`src/rtl/zz_sad_pkg.sv`:
```
package zz_sad_pkg;

    // Which input port feeds the next column load
    typedef enum logic {
        PORT_UPPER = 1'b0,
        PORT_LOWER = 1'b1
    } port_e;

    // Ring movement requested of every storage column in one cycle
    typedef struct packed {
        logic shl;   // take the column from the right-hand neighbour
        logic inc;   // rotate so the active rows see the next lower window row
        logic dec;   // rotate so the active rows see the next upper window row
    } move_t;

    // Width that holds N absolute differences of PW-bit pixels
    function automatic int unsigned sum_width(input int unsigned n, input int unsigned pw);
        return pw + $clog2(n + 1);
    endfunction

    // Width of a displacement index in 0 .. 2P-1
    function automatic int unsigned idx_width(input int unsigned p);
        return (p < 2) ? 1 : $clog2(2 * p);
    endfunction

    function automatic logic [15:0] abs_diff(input logic [15:0] a, input logic [15:0] b);
        return (a >= b) ? (a - b) : (b - a);
    endfunction

endpackage

```
`src/rtl/zz_sad_pe.sv`:
```
module zz_sad_pe #(
    parameter int PW = 8,
    parameter int SW = 11
) (
    input  logic [PW-1:0] srch,
    input  logic [PW-1:0] refp,
    input  logic [SW-1:0] psum_in,
    output logic [SW-1:0] psum_out
);
    logic [15:0] diff;

    assign diff     = zz_sad_pkg::abs_diff(16'(srch), 16'(refp));
    assign psum_out = psum_in + SW'(diff);

endmodule

```
`src/rtl/zz_sad_column.sv`:
```
module zz_sad_column #(
    parameter int W  = 7,
    parameter int PW = 8
) (
    input  logic                 clk,
    input  logic                 rst,
    input  logic                 clr,
    input  zz_sad_pkg::move_t    mv,
    input  logic [W-1:0][PW-1:0] din,
    output logic [W-1:0][PW-1:0] q
);
    always_ff @(posedge clk) begin
        if (rst || clr) begin
            q <= '0;
        end else if (mv.shl) begin
            q <= din;
        end else if (mv.inc) begin
            for (int k = 0; k < W; k++) q[k] <= q[(k + 1) % W];
        end else if (mv.dec) begin
            for (int k = 0; k < W; k++) q[k] <= q[(k + W - 1) % W];
        end
    end

    // a ring is never asked to shift and rotate in the same cycle
    p_one_move_r4: assert property (@(posedge clk) disable iff (rst)
        $onehot0({mv.shl, mv.inc, mv.dec}));

endmodule

```
`src/rtl/zz_sad_ctrl.sv`:
```
module zz_sad_ctrl #(
    parameter int N  = 4,
    parameter int P  = 2,
    parameter int IW = 2,
    parameter int VW = 3
) (
    input  logic                 clk,
    input  logic                 rst,
    input  logic                 start,
    input  logic                 load,
    input  logic                 dir,
    output zz_sad_pkg::move_t    mv,
    output logic                 clr,
    output logic                 valid,
    output logic signed [VW-1:0] vec_x,
    output logic signed [VW-1:0] vec_y
);
    import zz_sad_pkg::*;

    localparam int FW = $clog2(N + 1);
    localparam logic [IW-1:0] IDX_MAX   = IW'(2 * P - 1);
    localparam logic [FW-1:0] FILL_N    = FW'(N);
    localparam logic [FW-1:0] FILL_LAST = FW'(N - 1);

    logic [FW-1:0] fill_cnt;
    logic [IW-1:0] dxi, dyi;
    logic          sweep_dn;
    logic          fresh;

    logic  filled, at_end, last_col, acc, rot;
    port_e dsel;

    assign dsel     = port_e'(dir);
    assign filled   = (fill_cnt == FILL_N);
    assign at_end   = sweep_dn ? (dyi == IDX_MAX) : (dyi == '0);
    assign last_col = filled && (dxi == IDX_MAX);
    assign acc      = load && !start && !last_col;
    assign rot      = !start && !acc && filled && !at_end;

    assign clr    = start;
    assign mv.shl = acc;
    assign mv.inc = rot && sweep_dn;
    assign mv.dec = rot && !sweep_dn;

    always_ff @(posedge clk) begin
        if (rst || start) begin
            fill_cnt <= '0;
            dxi      <= '0;
            dyi      <= '0;
            sweep_dn <= 1'b1;
            fresh    <= 1'b0;
        end else if (acc) begin
            dyi      <= (dsel == PORT_LOWER) ? IDX_MAX : '0;
            sweep_dn <= (dsel == PORT_UPPER);
            if (!filled) begin
                fill_cnt <= fill_cnt + 1'b1;
                fresh    <= (fill_cnt == FILL_LAST);
            end else begin
                dxi   <= dxi + 1'b1;
                fresh <= 1'b1;
            end
        end else if (rot) begin
            dyi   <= sweep_dn ? (dyi + 1'b1) : (dyi - 1'b1);
            fresh <= 1'b1;
        end else begin
            fresh <= 1'b0;
        end
    end

    assign valid = fresh;
    assign vec_x = $signed({1'b0, dxi}) - $signed(VW'(P - 1));
    assign vec_y = $signed({1'b0, dyi}) - $signed(VW'(P - 1));

    // no candidate is flagged before the fill has completed
    p_fill_before_valid_r2: assert property (@(posedge clk) disable iff (rst)
        fresh |-> filled);

    // indices remain inside the displacement range
    p_index_range_r8: assert property (@(posedge clk) disable iff (rst)
        (dxi <= IDX_MAX) && (dyi <= IDX_MAX));

    // consecutive candidates differ by one vertical step or one column
    p_snake_step_r8: assert property (@(posedge clk) disable iff (rst)
        (fresh && $past(fresh)) |->
            ((dxi == $past(dxi)) && ((dyi == $past(dyi) + 1'b1) || (dyi + 1'b1 == $past(dyi))))
            || (dxi == $past(dxi) + 1'b1));

    // nothing follows the end of the last sweep
    p_quiet_after_last_r9: assert property (@(posedge clk) disable iff (rst)
        (last_col && at_end && !start) |=> !fresh);

    // a start always leaves the next cycle without a candidate
    p_start_clears_r10: assert property (@(posedge clk) disable iff (rst)
        start |=> !fresh);

endmodule

```
`src/rtl/zz_sad_array.sv`:
```
module zz_sad_array #(
    parameter int N  = 4,
    parameter int P  = 2,
    parameter int PW = 8,
    localparam int W  = 2 * P + N - 1,
    localparam int SW = zz_sad_pkg::sum_width(N, PW),
    localparam int IW = zz_sad_pkg::idx_width(P),
    localparam int VW = IW + 1
) (
    input  logic                 clk,
    input  logic                 rst,
    input  logic                 start,
    input  logic                 load,
    input  logic                 dir,
    input  logic [N*N*PW-1:0]    ref_blk,
    input  logic [W*PW-1:0]      col_up,
    input  logic [W*PW-1:0]      col_dn,
    output logic                 valid,
    output logic signed [VW-1:0] vec_x,
    output logic signed [VW-1:0] vec_y,
    output logic [N*SW-1:0]      col_sum
);
    import zz_sad_pkg::*;

    move_t mv;
    logic  clr;

    logic [N-1:0][N-1:0][PW-1:0] ref_q;
    logic [W-1:0][PW-1:0]        up_v, dn_v, new_col;
    logic [N-1:0][W-1:0][PW-1:0] ring;
    logic [N:0][N-1:0][SW-1:0]   chain;

    zz_sad_ctrl #(.N(N), .P(P), .IW(IW), .VW(VW)) u_ctrl (
        .clk   (clk),
        .rst   (rst),
        .start (start),
        .load  (load),
        .dir   (dir),
        .mv    (mv),
        .clr   (clr),
        .valid (valid),
        .vec_x (vec_x),
        .vec_y (vec_y)
    );

    // Reference pixels stand still for the whole search
    always_ff @(posedge clk) begin
        if (rst)        ref_q <= '0;
        else if (start) ref_q <= ref_blk;
    end

    // Lower-port columns are rotated to match rings that ended a downward sweep
    assign up_v = col_up;
    assign dn_v = col_dn;
    generate
        for (genvar k = 0; k < W; k++) begin : g_align
            localparam int SRC = (k + 2 * P - 1) % W;
            assign new_col[k] = (port_e'(dir) == PORT_LOWER) ? dn_v[SRC] : up_v[k];
        end
    endgenerate

    // Ring columns: rows 0..N-1 active, rows N..W-1 passive, last wraps to first
    generate
        for (genvar c = 0; c < N; c++) begin : g_col
            logic [W-1:0][PW-1:0] din_c;
            if (c == N - 1) begin : g_edge
                assign din_c = new_col;
            end else begin : g_inner
                assign din_c = ring[c+1];
            end
            zz_sad_column #(.W(W), .PW(PW)) u_col (
                .clk (clk),
                .rst (rst),
                .clr (clr),
                .mv  (mv),
                .din (din_c),
                .q   (ring[c])
            );
        end
    endgenerate

    // Active elements: partial sums climb from the bottom row to the top row
    generate
        for (genvar c = 0; c < N; c++) begin : g_pc
            assign chain[N][c] = '0;
            for (genvar r = 0; r < N; r++) begin : g_pr
                zz_sad_pe #(.PW(PW), .SW(SW)) u_pe (
                    .srch     (ring[c][r]),
                    .refp     (ref_q[r][c]),
                    .psum_in  (chain[r+1][c]),
                    .psum_out (chain[r][c])
                );
            end
            assign col_sum[c*SW +: SW] = chain[0][c];
        end
    endgenerate

endmodule

```
`config.mk`:
```
export PLATFORM = sky130hd
export DESIGN_NAME = zz_sad_array
export DESIGN_NICKNAME = d
export VERILOG_FILES = /design/src/rtl/zz_sad_pkg.sv /design/src/rtl/zz_sad_pe.sv /design/src/rtl/zz_sad_column.sv /design/src/rtl/zz_sad_ctrl.sv /design/src/rtl/zz_sad_array.sv
export SDC_FILE = /design/constraint.sdc
export NUM_CORES = 2
export LEC_CHECK = 0
export BUFFER_PORTS_ARGS = -buffer_cell sky130_fd_sc_hd__buf_2
export CORE_UTILIZATION = 25
export DETAILED_ROUTE_END_ITERATION = 16
export PLACE_DENSITY = 0.52
export SLEW_MARGIN = 10
export SYNTH_ARGS = -nofsm -noshare
export SYNTH_HDL_FRONTEND = slang
export SYNTH_SLANG_ARGS = --single-unit
```
`constraint.sdc`:
```
create_clock -name clk -period 7.7 [get_ports clk]
set_input_delay 1.155 -clock clk [delete_from_list [all_inputs] [get_ports clk]]
set_output_delay 1.155 -clock clk [all_outputs]
set_load 0.01 [all_outputs]
```
==> flow_summary.json <==
{
  "status": "finished, final reports clean",
  "worstSetupPathType": "reg2out",
  "finalWeightedCongestion": 0.907,
  "port_bufs": 295,
  "timing.hold.worst.start": "u_ctrl.fill_cnt[1]$_SDFFE_PP0P_",
  "hold-path-endpoint": "u_ctrl.fill_cnt[1]$_SDFFE_PP0P_",
  "critical_path.reg2reg.startpoint": "u_ctrl.sweep_dn$_SDFFE_PP1P_",
  "rows": 128,
  "fp.dieH_um": 353,
  "synth_seq_area_share": 0.234,
  "worstPathCellList": "inv_1 > ha_1 > o21a_1 > o31a_1 > a41oi_1 > o21bai_2 > a21oi_4 > mux2i_1 > xnor2_1 > fa_1 > inv_1 > fa_1 > inv_1 > ha_1 > a21o_1 > a21oi_1 > o21ai_0 > or4_1 > a41o_1 > a21oi_1 > xnor2_1 > buf_2",
  "fp.dieW_um": 353,
  "synth_nets": 4322,
  "postRouteAntennaNets": 0,
  "start_util": 0.253,
  "reg2regPathDepth": 6,
  "worst-path-buf-inv": 4,
  "core_region_area_um2": 122000,
  "synth-edff-count": 0,
  "flops_latches_synth": 361,
  "pwr_density_cell_nw_per_um2": 281,
  "multiInputGateArea_um2": 21200,
  "cts_num_sinks": 361,
  "global_route.overflow_total": 0,
  "worstSetupEndpointType": "output port",
  "synth-warning-count": 0,
  "hold-path-cell-count": 2,
  "area_growth_pct": 15.6,
  "mappedNetlistArea_um2": 30900,
  "worstHoldPathType": "reg2reg",
  "fraction_of_layout_instances_using_a_drive_strength_above_1": 0.143,
  "cellLeakagePower_nw": 15.8,
  "grt_max_degree": 234,
  "syn_avg_cell_area_um2": 8.42,
  "fin_setup_tns_ns": 0,
  "first_pass_grt_wire_length_um": 165000,
  "ff2ff_setup_slack_ns": 4.02,
  "post_synth_num_cell_types": 71,
  "viasPerCell": 4.87,
  "level_count_of_the_clock_h_tree": 2,
  "stdcell_area_um2": 35700,
  "ioPinCount": 296,
  "dominantRegCellSynth": "sky130_fd_sc_hd__dfxtp_1",
  "post_synth_inst_count": 3667,
  "detailed_place_hpwl_um": 85300,
  "stage_delay_of_the_slowest_cell_on_the_critical_path_ns": 0.59,
  "globalRouteTotalUtil": 0.172,
  "cts.root.buffer_cell": "sky130_fd_sc_hd__clkbuf_16",
  "path_clk_slew_ns": 0.06,
  "fin_util": 0.292,
  "worst_path_max_delay_cell": "sky130_fd_sc_hd__fa_1",
  "worstSkewPairLatency_ns": 0.62,
  "slew_viol_final": 0,
  "vdd_drop_max_uv": 277,
  "highest_net_fanout_along_the_worst_path": 7,
  "clock-skew-final_ns": 0.0167,
  "worst_ep_arrival_time_ns": 6.19,
  "maximum_capacitance_violations": 0,
  "critical-path-top-cell-by-count": "sky130_fd_sc_hd__inv_1",
  "path_delay_family": "compound AO/OA/AOI/OAI gates",
  "worst_ep_required_time_ns": 6.55,
  "regToRegEndpoint": "g_col[1].u_col.q[18]$_SDFFE_PP0P_",
  "dpl_cell_area_um2": 34000,
  "final_period_minus_worst_setup_slack_ns": 7.34,
  "ys_async_sr_fraction": 0,
  "avgRoutedWirePerCell_um": 20.0,
  "worst_pin_slew_ns": 1.28,
  "drt-total-wl_um": 110000,
  "cts_buffers": 47,
  "worstSetupStartpointType": "flop",
  "finalHoldViolCount": 0,
  "routed-via-count": 26900,
  "unrepaired_setup_endpoints_after_global_routing": "false",
  "maxClockFrequency_mhz": 136,
  "cts-hold-fix-buffers": 0,
  "layout.filler_cells": 13100,
  "nets": 4502,
  "drt-initial-drc-count": 1921,
  "floorplan.die_area_um2": 125000,
  "cts_buffer_depth": 3,
  "antenna_found_initial": 5,
  "final-setup-viol-count": 0,
  "worst_slew_margin_rel": 0.146,
  "finalCritPeriodShare": 0.954,
  "regArea_um2": 7250,
  "tritoncts": "built",
  "drt_pass1_iterations": 6,
  "grt_pass1_vias": 26200,
  "drc_errors": 0
}
==> cells in the final DEF (no fill, tap or decap), drive strengths merged, types with 9 or more instances in the layout <==
| cell type | netlist | routed |
|---|---|---|
| o21a | 17 | 17 |
| a21oi | 157 | 157 |
| xor2 | 41 | 41 |
| ha | 302 | 302 |
| nand3 | 18 | 18 |
| mux2 | 91 | 91 |
| fa | 108 | 108 |
| nor2 | 615 | 615 |
| mux2i | 366 | 366 |
| nor3 | 47 | 47 |
| a21o | 101 | 101 |
| nand4 | 11 | 11 |
| nand2b | 33 | 33 |
| o21bai | 18 | 18 |
| a221oi | 174 | 174 |
| clkbuf | 159 | 64 |
| nand2 | 79 | 79 |
| xnor2 | 81 | 81 |
| inv | 423 | 428 |
| a221o | 13 | 13 |
| buf | 57 | 346 |
| o211ai | 12 | 12 |
| a211o | 13 | 13 |
| o21ai | 100 | 100 |
| bufinv | 0 | 9 |
| nor2b | 26 | 26 |
| or3 | 9 | 9 |
| and2 | 14 | 14 |
| a211oi | 42 | 42 |
| a31oi | 29 | 29 |
| o22ai | 60 | 60 |
| dfxtp | 361 | 361 |
| and4 | 11 | 11 |
| o31a | 13 | 13 |
==> through the flow <==
step	worst slack, ns	std cells	hold slack (ns)	power (mW)
floorplan	1.42	3667	0.453	5.76
global placement	0.799	5423	0.475	7.63
detailed placement	0.781	5423	0.485	7.62
CTS	0.135	5507	0.493	10.1
global route	0.00305	5508	0.542	10.7
finish	0.357	5509	0.483	10.0
==> worst reg2reg max path, delay by kind of cell, from the launching register on <==
family	cells	cell delay (ns)
AO/OA/AOI/OAI	1	0.30
buffers and inverters	2	1.86
flip-flops	1	0.78
multiplexers	1	0.35
AND/OR/NAND/NOR	2	0.19
==> registers in the layout, indices dropped and copies added, names as in the netlist <==
name and cells:
ref_q 128, u_ctrl.sweep_dn 1, u_ctrl.dxi 2, u_ctrl.fill_cnt 3, u_ctrl.valid 1, u_ctrl.dyi 2, g_col.u_col.q 224
==> synth_stat cells (18+ instances only) <==
cell	n	area share
sky130_fd_sc_hd__a211oi_1	42	0.010
sky130_fd_sc_hd__nor3_1	47	0.0076
sky130_fd_sc_hd__nand2b_1	33	0.0067
sky130_fd_sc_hd__nor2_1	615	0.075
sky130_fd_sc_hd__dfxtp_1	361	0.23
sky130_fd_sc_hd__fa_1	108	0.070
sky130_fd_sc_hd__a31oi_1	28	0.0057
sky130_fd_sc_hd__clkbuf_1	156	0.019
sky130_fd_sc_hd__mux2_2	81	0.030
sky130_fd_sc_hd__a21oi_1	154	0.025
sky130_fd_sc_hd__o21ai_0	95	0.015
sky130_fd_sc_hd__xor2_1	41	0.012
sky130_fd_sc_hd__ha_1	302	0.12
sky130_fd_sc_hd__nand3_1	18	0.0029
sky130_fd_sc_hd__mux2i_1	366	0.12
sky130_fd_sc_hd__inv_1	423	0.051
sky130_fd_sc_hd__a21o_1	101	0.025
sky130_fd_sc_hd__xnor2_1	81	0.023
sky130_fd_sc_hd__buf_1	29	0.0035
sky130_fd_sc_hd__o22ai_1	60	0.012
sky130_fd_sc_hd__nor2b_1	26	0.0053
sky130_fd_sc_hd__nand2_1	79	0.0096
sky130_fd_sc_hd__a221oi_1	174	0.049
==> how the worst max path moves through the flow <==
stage,start,endpoint,cells past startpoint
final,g_col[1].u_col.q[2]$_SDFFE_PP0P_,col_sum[21],22
after global routing,g_col[3].u_col.q[17]$_SDFFE_PP0P_,col_sum[43],22
after CTS,g_col[1].u_col.q[1]$_SDFFE_PP0P_,col_sum[21],22
after detailed placement,g_col[1].u_col.q[1]$_SDFFE_PP0P_,col_sum[21],22
after global placement,g_col[1].u_col.q[1]$_SDFFE_PP0P_,col_sum[21],22
after floorplan,g_col[1].u_col.q[1]$_SDFFE_PP0P_,col_sum[21],21
==> final cells by class <==
cell class | instances | share of cell area
Sequential cell | 361 | 0.203
Multi-Input combinational cell | 2667 | 0.594
Tap cell | 1625 | 0.0570
Antenna cell | 2 | 0.000140
Timing Repair Buffer | 347 | 0.0544
Inverter | 423 | 0.0445
Clock inverter | 21 | 0.0100
Clock buffer | 63 | 0.0366
==> per-layer routing <==
| metal | share of wire | global-route usage | vias to the layer above | routed length [um] |
|---|---|---|---|---|
| li1 | - | - | 13100 | - |
| met1 | 0.43 | 0.217 | 13000 | 47600 |
| met2 | 0.48 | 0.291 | 611 | 53200 |
| met3 | 0.043 | 0.0220 | 174 | 4710 |
| met4 | 0.044 | 0.0733 | 6 | 4870 |
| met5 | 0.00034 | 0 | - | 37 |
==> timing repair <==
| item | CTS | global route |
|---|---|---|
| setup buffers | 0 | 0 |
| setup endpoints to repair | 0 | 5 |
| resized for setup | 0 | 19 |
==> kinds of logic after synthesis <==
group | Yosys count | share of synthesized area
AOI/OAI and AO/OA | 790 | 0.182
xor gates and xnor gates | 122 | 0.0346
adders and majority gates | 410 | 0.193
buffers and inverters | 639 | 0.0811
DFF | 361 | 0.234
muxes | 457 | 0.153
and+or+nand+nor | 888 | 0.123
==> power by group <==
part	total, mW	leakage, nW	switching, mW	internal [mW]
registers	2.00	2.94	0.0835	1.92
logic	5.59	12.1	3.15	2.43
clock network	2.43	0.815	0.936	1.49
(Power assumes the default switching activity.)
